### config.mk
export PLATFORM = sky130hd
export DESIGN_NAME = clkpwr_ctl
export DESIGN_NICKNAME = d
export VERILOG_FILES = /design/src/rtl/clkpwr_pkg.sv /design/src/rtl/clkpwr_sync.sv /design/src/rtl/clkpwr_lock.sv /design/src/rtl/clkpwr_ctl.sv
export SDC_FILE = /design/constraint.sdc
export NUM_CORES = 1
export LEC_CHECK = 0
export BUFFER_PORTS_ARGS = -buffer_cell sky130_fd_sc_hd__buf_4
export CAP_MARGIN = 20
export CORE_MARGIN = 2
export CORE_UTILIZATION = 45
export CTS_CLUSTER_DIAMETER = 30
export DETAILED_ROUTE_END_ITERATION = 8
export GPL_TIMING_DRIVEN = 0
export HOLD_SLACK_MARGIN = 0.06
export PLACE_DENSITY = 0.76
export RECOVER_POWER = 100
export SETUP_SLACK_MARGIN = 0.4
export SYNTH_ARGS = -nofsm -noshare
export SYNTH_HDL_FRONTEND = slang
export SYNTH_HIERARCHICAL = 1
export SYNTH_SLANG_ARGS = --single-unit
### constraint.sdc
create_clock -name clk -period 4.4 [get_ports clk]
set_input_delay 0.22 -clock clk [delete_from_list [all_inputs] [get_ports clk]]
set_output_delay 0.22 -clock clk [all_outputs]
set_load 0.05 [all_outputs]
### src/rtl/clkpwr_pkg.sv
package clkpwr_pkg;
    parameter int NUM_OUT = 7;
    parameter int NUM_SRC = 4;
    localparam int SRC_IW = $clog2(NUM_SRC);
    localparam int SRC_REF = 0;
    localparam int SRC_CPU = 1;

    typedef struct packed {
        logic                             full_stop;
        logic                             susp_opt;
        logic [NUM_SRC-2:0]               src_susp;
        logic [NUM_OUT-1:0]               out_susp;
        logic [NUM_OUT-1:0][SRC_IW-1:0]   out_src;
    } pwr_cfg_t;

    localparam int CFG_W = $bits(pwr_cfg_t);

    typedef enum logic [1:0] {
        ST_RUN  = 2'd0,
        ST_SUSP = 2'd1,
        ST_HIZ  = 2'd2,
        ST_SHDN = 2'd3
    } pwr_state_e;
endpackage

### src/rtl/clkpwr_sync.sv
module clkpwr_sync #(
    parameter int          W       = 1,
    parameter logic [W-1:0] RST_VAL = '1
) (
    input  logic         clk,
    input  logic         rst_n,
    input  logic [W-1:0] din,
    output logic [W-1:0] dout
);
    logic [W-1:0] stage1;

    always_ff @(posedge clk) begin
        if (!rst_n) begin
            stage1 <= RST_VAL;
            dout   <= RST_VAL;
        end else begin
            stage1 <= din;
            dout   <= stage1;
        end
    end
endmodule

### src/rtl/clkpwr_lock.sv
module clkpwr_lock #(
    parameter int LOCK_CYC = 16
) (
    input  logic clk,
    input  logic rst_n,
    input  logic run,
    output logic ready,
    output logic waiting
);
    localparam int CW = $clog2(LOCK_CYC + 2);
    localparam logic [CW-1:0] LOAD = CW'(LOCK_CYC);

    logic [CW-1:0] cnt;

    always_ff @(posedge clk) begin
        if (!rst_n || !run) begin
            cnt <= LOAD;
        end else if (cnt != '0) begin
            cnt <= cnt - 1'b1;
        end
    end

    assign ready   = run && (cnt == '0);
    assign waiting = run && (cnt != '0);
endmodule

### src/rtl/clkpwr_ctl.sv
module clkpwr_ctl
    import clkpwr_pkg::*;
#(
    parameter int CPU_LOCK_CYC = 715909,
    parameter int AUX_LOCK_CYC = 14319,
    parameter int REF_LOCK_CYC = 64
) (
    input  logic               clk,
    input  logic               rst_n,
    input  logic [CFG_W-1:0]   cfg_image,
    input  logic               oe_pin_n,
    input  logic               susp_pin_n,
    input  logic [1:0]         sel_lo_pin,
    output logic [NUM_SRC-1:0] src_run,
    output logic [NUM_SRC-1:0] relock_req,
    output logic [NUM_OUT-1:0] out_en,
    output logic [2:0]         cpu_sel
);
    pwr_cfg_t     cfg_q;
    pwr_state_e   state, state_nx;
    logic         oe_s, susp_s;
    logic [1:0]   sel_s;
    logic         susp_act;
    logic         out_gate, mask_gate;
    logic [NUM_SRC-1:0] src_ready;

    // configuration image is held for as long as reset is asserted
    always_ff @(posedge clk) begin
        if (!rst_n) cfg_q <= pwr_cfg_t'(cfg_image);
    end

    clkpwr_sync #(.W(4), .RST_VAL(4'b1100)) u_sync (
        .clk  (clk),
        .rst_n(rst_n),
        .din  ({oe_pin_n, susp_pin_n, sel_lo_pin}),
        .dout ({oe_s, susp_s, sel_s})
    );

    assign cpu_sel  = {susp_s, sel_s};
    assign susp_act = cfg_q.susp_opt && !susp_s;

    // state register
    always_ff @(posedge clk) begin
        if (!rst_n) state <= ST_RUN;
        else        state <= state_nx;
    end

    // transitions
    always_comb begin
        state_nx = state;
        unique case (state)
            ST_RUN: begin
                if (!oe_s)         state_nx = cfg_q.full_stop ? ST_SHDN : ST_HIZ; // T_OE_DROP_*
                else if (susp_act) state_nx = ST_SUSP;                            // T_SUSP_ENTER
            end
            ST_SUSP: begin
                if (!oe_s)          state_nx = cfg_q.full_stop ? ST_SHDN : ST_HIZ; // T_OE_DROP_*
                else if (!susp_act) state_nx = ST_RUN;                             // T_SUSP_LEAVE
            end
            ST_HIZ, ST_SHDN: begin
                if (oe_s) state_nx = susp_act ? ST_SUSP : ST_RUN;                  // T_WAKE
            end
            default: state_nx = ST_RUN;
        endcase
    end

    // state outputs
    always_comb begin
        src_run   = '1;
        out_gate  = 1'b0;
        mask_gate = 1'b0;
        unique case (state)
            ST_RUN: begin
                out_gate = 1'b1;
            end
            ST_SUSP: begin
                src_run   = {~cfg_q.src_susp, 1'b1};
                out_gate  = 1'b1;
                mask_gate = 1'b1;
            end
            ST_HIZ: begin
                src_run = '1;
            end
            ST_SHDN: begin
                src_run = '0;
            end
            default: src_run = '1;
        endcase
    end

    for (genvar s = 0; s < NUM_SRC; s++) begin : g_lock
        localparam int LK = (s == SRC_REF) ? REF_LOCK_CYC :
                            (s == SRC_CPU) ? CPU_LOCK_CYC : AUX_LOCK_CYC;
        clkpwr_lock #(.LOCK_CYC(LK)) u_lock (
            .clk    (clk),
            .rst_n  (rst_n),
            .run    (src_run[s]),
            .ready  (src_ready[s]),
            .waiting(relock_req[s])
        );
    end

    for (genvar o = 0; o < NUM_OUT; o++) begin : g_out
        assign out_en[o] = out_gate
                         && !(mask_gate && cfg_q.out_susp[o])
                         && src_ready[cfg_q.out_src[o]];
    end
endmodule

== After elaboration in Yosys (flattened, before gate mapping) ==
Cells that the tools add are included.

* Register bits after elaboration: 91
* Latch bits: 0
* Bits in writable memories: 0
* Bits in read-only memories: 0
* Input bits: 32
* Output and inout port bits: 18
* Logic and storage cells: 120
* Memories kept: 0

* Add/subtract/negate cells: 4
* Multipliers: 0
* Divide/modulo/power cells: 0
* Order comparisons: 7
* Eq/ne operators: 6
* Shift-type cells: 0
* Muxes and demuxes: 25
* Bitwise gates (word level): 1
* Reduce and logical (&&, ||, !) cells: 59

{| class="wikitable"
|+ Operators by type and width
! kind !! number
|-
| 1-bit logical AND || 30
|-
| 14-bit zero test || 2
|-
| 14-bit nonzero test || 2
|-
| 14-bit by 1-bit subtractor with 14-bit output (second input constant) || 2
|-
| 2-bit by 3-bit less-than comparator with 1-bit output (second input constant) || 7
|-
| 20-bit zero test || 1
|-
| 20-bit nonzero test || 1
|-
| 20-bit by 1-bit subtractor with 20-bit output (second input constant) || 1
|-
| 1-bit binary-select mux with 2-bit select || 7
|-
| 1-bit zero test || 13
|-
| 1-bit two-way mux || 11
|-
| 2-bit two-way mux || 5
|-
| 4-bit one-hot mux with 2 select lines || 1
|-
| 7-bit zero test || 1
|-
| 7-bit nonzero test || 1
|-
| 7-bit by 1-bit subtractor with 7-bit output (second input constant) || 1
|-
| 3-bit inequality test (second input constant) || 2
|-
| 2-bit one-hot mux with 3 select lines || 1
|-
| 2-bit == test (second input constant) || 2
|-
| 1-bit logical OR || 4
|-
| 2-bit OR reduction || 2
|-
| 3-bit NOT || 1
|-
| 3-bit AND reduction || 1
|-
| 2-bit by 1-bit == test with 1-bit output (second input constant) || 1
|-
| other kinds (2) || 2
|}

== Longest topological paths before layout ==
Gate-level depths: netlist of run 1.

* Depth in word-level cells: 6
* Mapped depth: 8
* Mapped depth without buffers: 8

== Hierarchy ==
Netlist of run 1, hierarchy kept.

{| class="wikitable"
|+ Modules (own cells, without submodules)
! module !! times used !! cells each !! area an instance (µm²) !! seq. area each (µm²)
|-
| clkpwr_lock at g_lock[2].u_lock ... || 2 || 85 || 700.7 || 280.3
|-
| clkpwr_ctl || 1 || 62 || 1147.4 || 820.8
|-
| clkpwr_lock at g_lock[1].u_lock || 1 || 130 || 1093.5 || 400.4
|-
| clkpwr_lock at g_lock[0].u_lock || 1 || 40 || 364.1 || 140.1
|-
| clkpwr_sync || 1 || 16 || 210.2 || 160.2
|}

== Worst setup path after synthesis of run 1 ==
No wires, ideal clock.

* Path kind: reg2out
* Start: reg state[1]
* End: out out_en[0]
* Data arrival time: 3088 ps
* Required time: 4180 ps
* Setup slack: 1092 ps
* Cell stages (with the launch flop): 7
* Path buffers: 1
* Cells stage by stage: dfxtp_1 -> buf_2 -> o21ai_0 -> inv_1 -> nor4_1 -> mux4_1 -> and2_1

* Cells in the longest elaborated chain, start to end: 6
* Elaborated cells between the ends (all ways): 17
* Classes of those cells: eq/ne (2); mux (5); reduce/logical (10)

{| class="wikitable"
|+ Ends and longest elaborated chain
! item !! RTL line !! text
|-
| start, declared || clkpwr_ctl.sv:20 || <nowiki>pwr_state_e state, state_nx;</nowiki>
|-
| start signal, assigned || clkpwr_ctl.sv:45 || <nowiki>else state <= state_nx;</nowiki>
|-
| 2-bit == test or 2-bit by 1-bit == test with 1-bit output (tied branches) || clkpwr_ctl.sv:72 || <nowiki>unique case (state)</nowiki>
|-
| 4-bit one-hot mux with 2 select lines (*) || clkpwr_ctl.sv:72 ||
|-
| net src_run[1] || clkpwr_ctl.sv:14 || <nowiki>output logic [NUM_SRC-1:0] src_run,</nowiki>
|-
| 1-bit logical AND (*) || clkpwr_lock.sv:23 || <nowiki>assign ready = run && (cnt == '0);</nowiki>
|-
| net src_ready[1] || clkpwr_ctl.sv:25 || <nowiki>logic [NUM_SRC-1:0] src_ready;</nowiki>
|-
| 1-bit binary-select mux with 2-bit select (*) || clkpwr_ctl.sv:106 || <nowiki>&& src_ready[cfg_q.out_src[o]];</nowiki>
|-
| 1-bit two-way mux (implied by the code) (*) || clkpwr_ctl.sv:106 ||
|-
| 1-bit logical AND (*) || clkpwr_ctl.sv:106 ||
|-
| end, declared || clkpwr_ctl.sv:16 || <nowiki>output logic [NUM_OUT-1:0] out_en,</nowiki>
|}

The timed path passes the listed nets; every way through them passes the cells marked *. The select of a mux whose other input is x is not followed.

== Worst setup path in the final report of run 1 ==
* Start: reg state[1]
* End: out out_en[0]

* Cells in the longest elaborated chain, start to end: 6
* Elaborated cells between the ends (all ways): 17
* Classes of those cells: eq/ne (2); mux (5); reduce/logical (10)

{| class="wikitable"
|+ Ends and longest elaborated chain
! item !! RTL line
|-
| 2-bit == test or 2-bit by 1-bit == test with 1-bit output (tied branches) || clkpwr_ctl.sv:72
|-
| 4-bit one-hot mux with 2 select lines (*) || clkpwr_ctl.sv:72
|-
| 1-bit logical AND (*) || clkpwr_lock.sv:23
|-
| net src_ready[1] || clkpwr_ctl.sv:25
|-
| 1-bit binary-select mux with 2-bit select (*) || clkpwr_ctl.sv:106
|-
| 1-bit two-way mux (implied by the code) (*) || clkpwr_ctl.sv:106
|-
| 1-bit logical AND (*) || clkpwr_ctl.sv:106
|}

Marked as above.

==> qor.tcl, run 1 <==
set qor(yosysUniqueCellTypes) 50
set qor(hold_violations) 0
set qor(globalplace.congestion) 0.818
set qor(initial_util_pct) 46.1
set qor(cts_buffer_depth) 2
set qor(die_y_um) 101
set qor(main_combinational_cell_family_by_area_after_synthesis) {simple AND/OR/NAND/NOR gates}
set qor(cts-root-buf) {sky130_fd_sc_hd__clkbuf_8}
set qor(post_synthesis_net_count) 456
set qor(post_synth_fa_ha_maj_area_fraction_pct) 1.78
set qor(seq_area_frac_synth_pct) 49.4
set qor(gr-usage-met2_pct) 33.9
set qor(detail_route.iter0.violations) 223
set qor(share_of_synthesized_flip_flops_with_an_asynchronous_set_or_reset_pct) 0
set qor(power.static_leakage_nw) 1.91
set qor(drive_above_1_share_pct) 12.6
set qor(crit_path_max_incr_delay_ns) 0.92
set qor(worst_hold_startpoint) {rst_n}
set qor(cp.arrival_ns) 3.59
set qor(diodes) 0
set qor(post_drt_wl_per_cell_um) 15.5
set qor(critical_path_peak_fanout) 10
set qor(post-route-drc-count) 0
set qor(worst_setup_hold_path_clk_slew_ns) 0.08
set qor(detail-route-antenna-nets) 0
set qor(layout_worst_path_cycle_share_pct) 86.6
set qor(drtPass1Iterations) 4
set qor(synth_mux_area_share_pct) 5.31
set qor(first_global_vias) 3420
set qor(fmax_mhz) 263
set qor(crit_path_start_kind) {flop}
set qor(coreArea_mm2) 0.00915
set qor(worstSkewPairLatency_ns) 0.36
set qor(ioPinCount) 50
set qor(ctsHtreeMaxLevel) 3
set qor(postLayoutCoreUtil_pct) 56.7
set qor(regToRegSetupSlack_ns) 1.69
set qor(rr_startpoint) {g_lock[1].u_lock/cnt[0]}
set qor(via_per_inst) 5.74
set qor(std_cell_rows) 35
set qor(area.growth.synth_to_final_pct) 23.1
set qor(mappedNetlistArea_mm2) 0.00422
set qor(timing.critical_path.to_type) {output port}
set qor(synth-compound-area-share_pct) 13.9
set qor(global_route.usage.met3_pct) 5.96
set qor(synthFlopType) {sky130_fd_sc_hd__dfxtp_1}
set qor(cp.required_ns) 4.18
set qor(grt_usage_pct) 20.1
set qor(worst_setup_path_startpoint) {state[1]}
set qor(mostFrequentLayoutCell) {sky130_fd_sc_hd__dfxtp_1}
set qor(synth-seq-cells) 91
set qor(first_pass_grt_wire_length_mm) 15.9
set qor(grt_max_degree) 28
set qor(fp.dieArea_mm2) 0.0102
set qor(grt_setup_unrepaired) {false}
set qor(grt-busiest-layer) {met2}
set qor(number_of_enable_flip_flop_cells_after_synthesis) 26
set qor(io_buffers) 49
set qor(place_worst_setup_slack_ns) 1.43
set qor(reported_max_cap_violation_count) 0
set qor(period_minus_slack_ns) 3.81
set qor(path_cells) {clkbuf_1 > o21ai_0 > inv_1 > nor4_1 > mux4_1 > and2_1 > clkbuf_1}
set qor(avgSynthCellArea_um2) 10.1
set qor(whs_ns) 0.382
set qor(vdd_ir_drop_max_uv) 256
set qor(power_per_cell_area_mw_per_mm2) 367
set qor(route.vias.total) 3585
set qor(tritoncts) {built}
set qor(postLayoutSetupSlackWorst_ns) 0.591
set qor(setup.worst_path.class) {flop to output port}
set qor(yosys_warnings) 6
set qor(commonest_cells_after_routing_fill_and_taps_aside) {sky130_fd_sc_hd__dfxtp_1 (65), sky130_fd_sc_hd__dlygate4sd3_1 (30), sky130_fd_sc_hd__clkbuf_4 (30), sky130_fd_sc_hd__a21oi_1 (29), sky130_fd_sc_hd__o21ai_0 (27)}
set qor(final-max-slew-violation-count) 0
set qor(totalNegativeSetupSlack_ns) 0
set qor(cts_inserted_buffers) 9
set qor(status) {finished, final reports clean}
set qor(overflow_left_after_global_routing) 0
set qor(min_path_type) {input port to flop}
set qor(hpwlAfterDp_mm) 6.42
set qor(critical_path.most_common_cell) {sky130_fd_sc_hd__clkbuf_1}
set qor(simple_gate_portion_of_the_synthesized_area_pct) 25.4
set qor(actual_slew_at_the_worst_max_slew_pin_ns) 1.32
set qor(num-nets-final) 547
set qor(totalWireLength_mm) 9.67
set qor(number_of_antenna_violations_at_the_first_check_in_global_routing) 0
set qor(crit_slowest_cell) {sky130_fd_sc_hd__nor4_1}
set qor(finalSetupViolations) 0
set qor(die_x_um) 101
set qor(post_synth_inst_count) 418
set qor(grt_use_met1_pct) 24.4
set qor(synth-xor-area-share_pct) 1.45
set qor(slew_headroom_pct) 12.0
set qor(timing.clock.skew_ns) 0.0121
set qor(cts_sinks) 91
-- through the flow --
stage | area [um^2] | total power, mW | cells
after floorplan | 4220 | 1.19 | 418
after global routing | 5190 | 1.99 | 625
final | 5190 | 1.90 | 625
after detailed placement | 4720 | 1.28 | 578
after global placement | 4720 | 1.26 | 578
after CTS | 5240 | 1.93 | 624
-- worst paths after layout --
check | endpoint | cells past startpoint
min | u_sync/stage1[2] | 2
max reg2reg | g_lock[1].u_lock/cnt[2] | 8
max | out_en[0] | 7
min reg2reg | u_sync/dout[2] | 1
-- critical path, delay by kind of cell, from the launching register on --
kind,cells,cell delay (ns)
AOI/OAI and AO/OA,1,0.55
DFF,1,0.33
muxes,1,0.41
and+or+nand+nor,2,1.05
buffers and inverters,3,0.88
-- logic make-up after synthesis --
logic type / Yosys count
adders and majority gates: 6
AOI/OAI and AO/OA: 94
muxes: 11
buffers and inverters: 28
and+or+nand+nor: 181
DFF: 91
xor gates and xnor gates: 7
-- layout make-up --
class | instances | area (um^2)
clock buffers | 12 | 145
fillers | 781 | 3960
well taps | 111 | 139
inverters | 16 | 60.1
repair buffers | 80 | 623
multi-input cells | 299 | 2010
plain buffers | 12 | 53.8
flip-flops and latches | 91 | 2080
clock inverters | 4 | 75.1
-- routing by layer --
layer	vias to the layer above	wire length [um]	share of wire, %
li1	1773	-	-
met1	1689	4240	44
met2	113	4820	50
met3	10	520	5.4
met4	0	93	0.96
met5	-	0	0
-- cells in the mapped netlist, types with 3 or more instances --
master | number | area share, %
sky130_fd_sc_hd__nor2_1 | 17 | 1.5
sky130_fd_sc_hd__inv_1 | 16 | 1.4
sky130_fd_sc_hd__nor4_1 | 6 | 0.89
sky130_fd_sc_hd__ha_1 | 6 | 1.8
sky130_fd_sc_hd__nand2_1 | 26 | 2.3
sky130_fd_sc_hd__or3_1 | 8 | 1.2
sky130_fd_sc_hd__o211ai_1 | 5 | 0.89
sky130_fd_sc_hd__o21ai_0 | 27 | 3.2
sky130_fd_sc_hd__o31ai_1 | 15 | 2.7
sky130_fd_sc_hd__or4_4 | 4 | 1.1
sky130_fd_sc_hd__or3b_2 | 3 | 0.62
sky130_fd_sc_hd__or4_1 | 17 | 3.0
sky130_fd_sc_hd__mux2i_1 | 4 | 0.95
sky130_fd_sc_hd__xnor2_1 | 7 | 1.5
sky130_fd_sc_hd__edfxtp_1 | 26 | 19
sky130_fd_sc_hd__nor2b_1 | 4 | 0.59
sky130_fd_sc_hd__o41ai_1 | 4 | 0.83
sky130_fd_sc_hd__nand3_1 | 12 | 1.4
sky130_fd_sc_hd__and3_1 | 8 | 1.2
sky130_fd_sc_hd__dfxtp_1 | 65 | 31
sky130_fd_sc_hd__a21oi_1 | 29 | 3.4
sky130_fd_sc_hd__mux4_1 | 7 | 4.4
sky130_fd_sc_hd__nand4_1 | 4 | 0.59
sky130_fd_sc_hd__nor3_1 | 22 | 2.6
sky130_fd_sc_hd__a2111o_1 | 3 | 0.80
sky130_fd_sc_hd__and2_1 | 19 | 2.8
sky130_fd_sc_hd__nor3b_1 | 4 | 0.71
sky130_fd_sc_hd__nand2b_1 | 9 | 1.3
sky130_fd_sc_hd__a31oi_1 | 3 | 0.45
sky130_fd_sc_hd__buf_2 | 3 | 0.36
sky130_fd_sc_hd__clkbuf_1 | 8 | 0.71
-- power breakdown --
group | switching (mW) | total, mW | internal [mW]
clock network | 0.292 | 0.628 | 0.336
registers | 0.0498 | 0.975 | 0.926
logic | 0.153 | 0.300 | 0.148
-- sequential cells by signal, summed over array words and instances, names as in the netlist --
register and flops:
u_sync/dout 4, state 2, u_sync/stage1 4, g_lock.u_lock/cnt 55, cfg_q 26
-- timing repair --
item                       4_1_cts  5_1_grt
hold endpoints to repair        30        0
hold buffers                    30        0
setup endpoints to repair        0        0
resized for setup                0        0
setup buffers                    0        0
Power figures use the tool's default switching activity.
==> run 2, diff against run 1 <==
--- a/config.mk
+++ b/config.mk
@@ -8,13 +8,14 @@
 export BUFFER_PORTS_ARGS = -buffer_cell sky130_fd_sc_hd__buf_4
 export CAP_MARGIN = 20
 export CORE_MARGIN = 2
-export CORE_UTILIZATION = 45
+export CORE_UTILIZATION = 53
 export CTS_CLUSTER_DIAMETER = 30
 export DETAILED_ROUTE_END_ITERATION = 8
 export GPL_TIMING_DRIVEN = 0
 export HOLD_SLACK_MARGIN = 0.06
-export PLACE_DENSITY = 0.76
+export PLACE_DENSITY = 0.86
 export RECOVER_POWER = 100
+export REMOVE_ABC_BUFFERS = 1
 export SETUP_SLACK_MARGIN = 0.4
 export SYNTH_ARGS = -nofsm -noshare
 export SYNTH_HDL_FRONTEND = slang
==> run 2 against run 1 <==
  * Utilization increased by 8.8 points
  * Hold slack worse by 0.28 ns
  * Combinational power down 5%
  * Critical path depth stayed put
  * Via count down 0.67%
  * Wire length shrank 3.2%
==> qor.tcl, run 2 (synthesis results as in run 1) <==
set qor(coreArea_mm2) 0.00773
set qor(cp.arrival_ns) 3.59
set qor(cts_inserted_buffers) 9
set qor(cts_buffer_depth) 2
set qor(whs_ns) 0.102
set qor(fmax_mhz) 263
set qor(tritoncts) {built}
set qor(cts.repair.resized) 0
set qor(drive_above_1_share_pct) 11.8
set qor(placedCellCount) 557
set qor(worst_setup_hold_path_clk_slew_ns) 0.09
set qor(detail_route.iter0.violations) 149
set qor(crit_slowest_cell) {sky130_fd_sc_hd__nor4_1}
set qor(io_buffers) 49
set qor(timing.clock.skew_ns) 0.00890
set qor(cts_hold_repair.buffers) 29
set qor(globalplace.congestion) 0.885
set qor(postLayoutCoreUtil_pct) 65.5
set qor(ctsHtreeMaxLevel) 3
set qor(number_of_antenna_violations_at_the_first_check_in_global_routing) 0
set qor(drtPass1Iterations) 5
set qor(initial_util_pct) 54.6
set qor(power.total_mw) 1.81
set qor(status) {finished, final reports clean}
set qor(first_global_vias) 3373
set qor(power.static_leakage_nw) 1.84
set qor(worst_hold_startpoint) {sel_lo_pin[0]}
set qor(worst-r2r-cell-count) 6
set qor(slew_headroom_pct) 30.1
set qor(worst_r2r_endpoint) {g_lock[1].u_lock/cnt[2]}
set qor(timing.critical_path.to_type) {output port}
set qor(setup.worst_path.class) {flop to output port}
set qor(place_worst_setup_slack_ns) 1.39
set qor(postLayoutSetupSlackWorst_ns) 0.591
set qor(top_regs) {g_lock.u_lock/cnt (55), cfg_q (26)}
set qor(die_x_um) 93.2
set qor(hold_end) {u_sync/stage1[0]}
set qor(p_switching_mw) 0.493
set qor(totalWireLength_mm) 9.36
set qor(largest_register_ff_count) 55
set qor(route.vias.total) 3561
set qor(hold-path-cell-count) 2
set qor(power.share.switching_pct) 27.2
set qor(power_frac_clock_pct) 30.6
set qor(seq_power_share_pct) 53.7
set qor(post_drt_wl_per_cell_um) 15.6
set qor(internal_power_mw) 1.32
set qor(hold_violations) 0
set qor(largest-register) {g_lock.u_lock/cnt}
set qor(cts_sinks) 91
set qor(worstPathBufferInverterCount) 2
set qor(grt_max_degree) 28
set qor(power_per_cell_area_mw_per_mm2) 358
set qor(min_path_type) {input port to flop}
set qor(ioPinCount) 50
set qor(crit_path_max_incr_delay_ns) 0.79
set qor(totalNegativeSetupSlack_ns) 0
set qor(grt_usage_pct) 22.7
set qor(overflow_left_after_global_routing) 0
set qor(area.growth.synth_to_final_pct) 20.1
set qor(fp.dieArea_mm2) 0.00869
set qor(crit_path_start_kind) {flop}
set qor(finalSetupViolations) 0
set qor(detail-route-antenna-nets) 0
set qor(actual_slew_at_the_worst_max_slew_pin_ns) 1.05
set qor(vdd_ir_drop_max_uv) 224
set qor(cts-root-buf) {sky130_fd_sc_hd__clkbuf_8}
set qor(reported_max_cap_violation_count) 0
set qor(place_area_mm2) 0.00466
set qor(worstSkewPairLatency_ns) 0.36
set qor(timing.critical_path.max_delay_family) {simple AND/OR/NAND/NOR gates}
set qor(path_cells) {nor4_1 > nand4_1 > inv_1 > and2_0 > mux4_1 > and2_1 > clkbuf_1}
set qor(period_minus_slack_ns) 3.81
set qor(regToRegSetupSlack_ns) 1.97
set qor(rr_startpoint) {g_lock[1].u_lock/cnt[0]}
set qor(cts_setup_buffers) 0
set qor(hpwlAfterDp_mm) 6.28
set qor(comb_pwr_share_pct) 15.7
set qor(num-nets-final) 533
set qor(cp.required_ns) 4.18
set qor(std_cell_rows) 32
set qor(post_layout_nonfiller_instances) 602
set qor(post-route-drc-count) 0
set qor(layout_worst_path_cycle_share_pct) 86.6
set qor(mostFrequentLayoutCell) {sky130_fd_sc_hd__dfxtp_1}
set qor(die_y_um) 93.2
set qor(diodes) 0
set qor(commonest_cells_after_routing_fill_and_taps_aside) {sky130_fd_sc_hd__dfxtp_1 (65), sky130_fd_sc_hd__a21oi_1 (29), sky130_fd_sc_hd__dlygate4sd3_1 (29), sky130_fd_sc_hd__clkbuf_4 (28), sky130_fd_sc_hd__o21ai_0 (27)}
set qor(final-max-slew-violation-count) 0
set qor(critical_path_peak_fanout) 9
set qor(grt_setup_unrepaired) {false}
set qor(via_per_inst) 5.92
set qor(first_pass_grt_wire_length_mm) 15.5
set qor(finish.instance_area_mm2) 0.00506
[run 2: worst reg2reg max path, delay by kind of cell, from the launching register on]
family / cells / cell delay, ns
DFF: 1 / 0.33
adders and majority gates: 1 / 0.15
buffers and inverters: 1 / 0.09
AOI/OAI and AO/OA: 1 / 0.31
and+or+nand+nor: 3 / 1.46
[run 2: worst max path at each step]
stage                     depth (start not counted)        end                     from
after floorplan                                   5  out_en[0]                 state[1]
after global routing                              7  out_en[5]  g_lock[3].u_lock/cnt[8]
after detailed placement                          7  out_en[3]  g_lock[3].u_lock/cnt[8]
after CTS                                         7  out_en[3]  g_lock[3].u_lock/cnt[8]
after global placement                            7  out_en[1]  g_lock[3].u_lock/cnt[8]
final                                             7  out_en[3]  g_lock[3].u_lock/cnt[8]
[run 2: final cells by class]
type,count,area [um^2]
fillers,588,2670
flip-flops and latches,91,2080
multi-input cells,299,2010
repair buffers,78,594
well taps,102,128
clock buffers,9,124
clock inverters,7,68.8
inverters,16,60.1
[run 2: power groups by stage]
stage | Sequential, mW | Combinational (mW) | Clock (mW)
finish | 0.974 | 0.284 | 0.556
global route | 0.983 | 0.311 | 0.595
CTS | 0.975 | 0.301 | 0.568
detailed placement | 0.994 | 0.279 | 0
global placement | 0.990 | 0.268 | 0
floorplan | 0.986 | 0.206 | 0
[run 2: routing by layer]
| layer | share of wire (%) | global-route usage (%) | vias to the layer above |
|---|---|---|---|
| met5 | 0 | 0 | - |
| met4 | 1.8 | 7.35 | 0 |
| met3 | 5.8 | 6.20 | 19 |
| met2 | 52 | 40.5 | 108 |
| met1 | 40 | 26.3 | 1692 |
| li1 | - | - | 1742 |
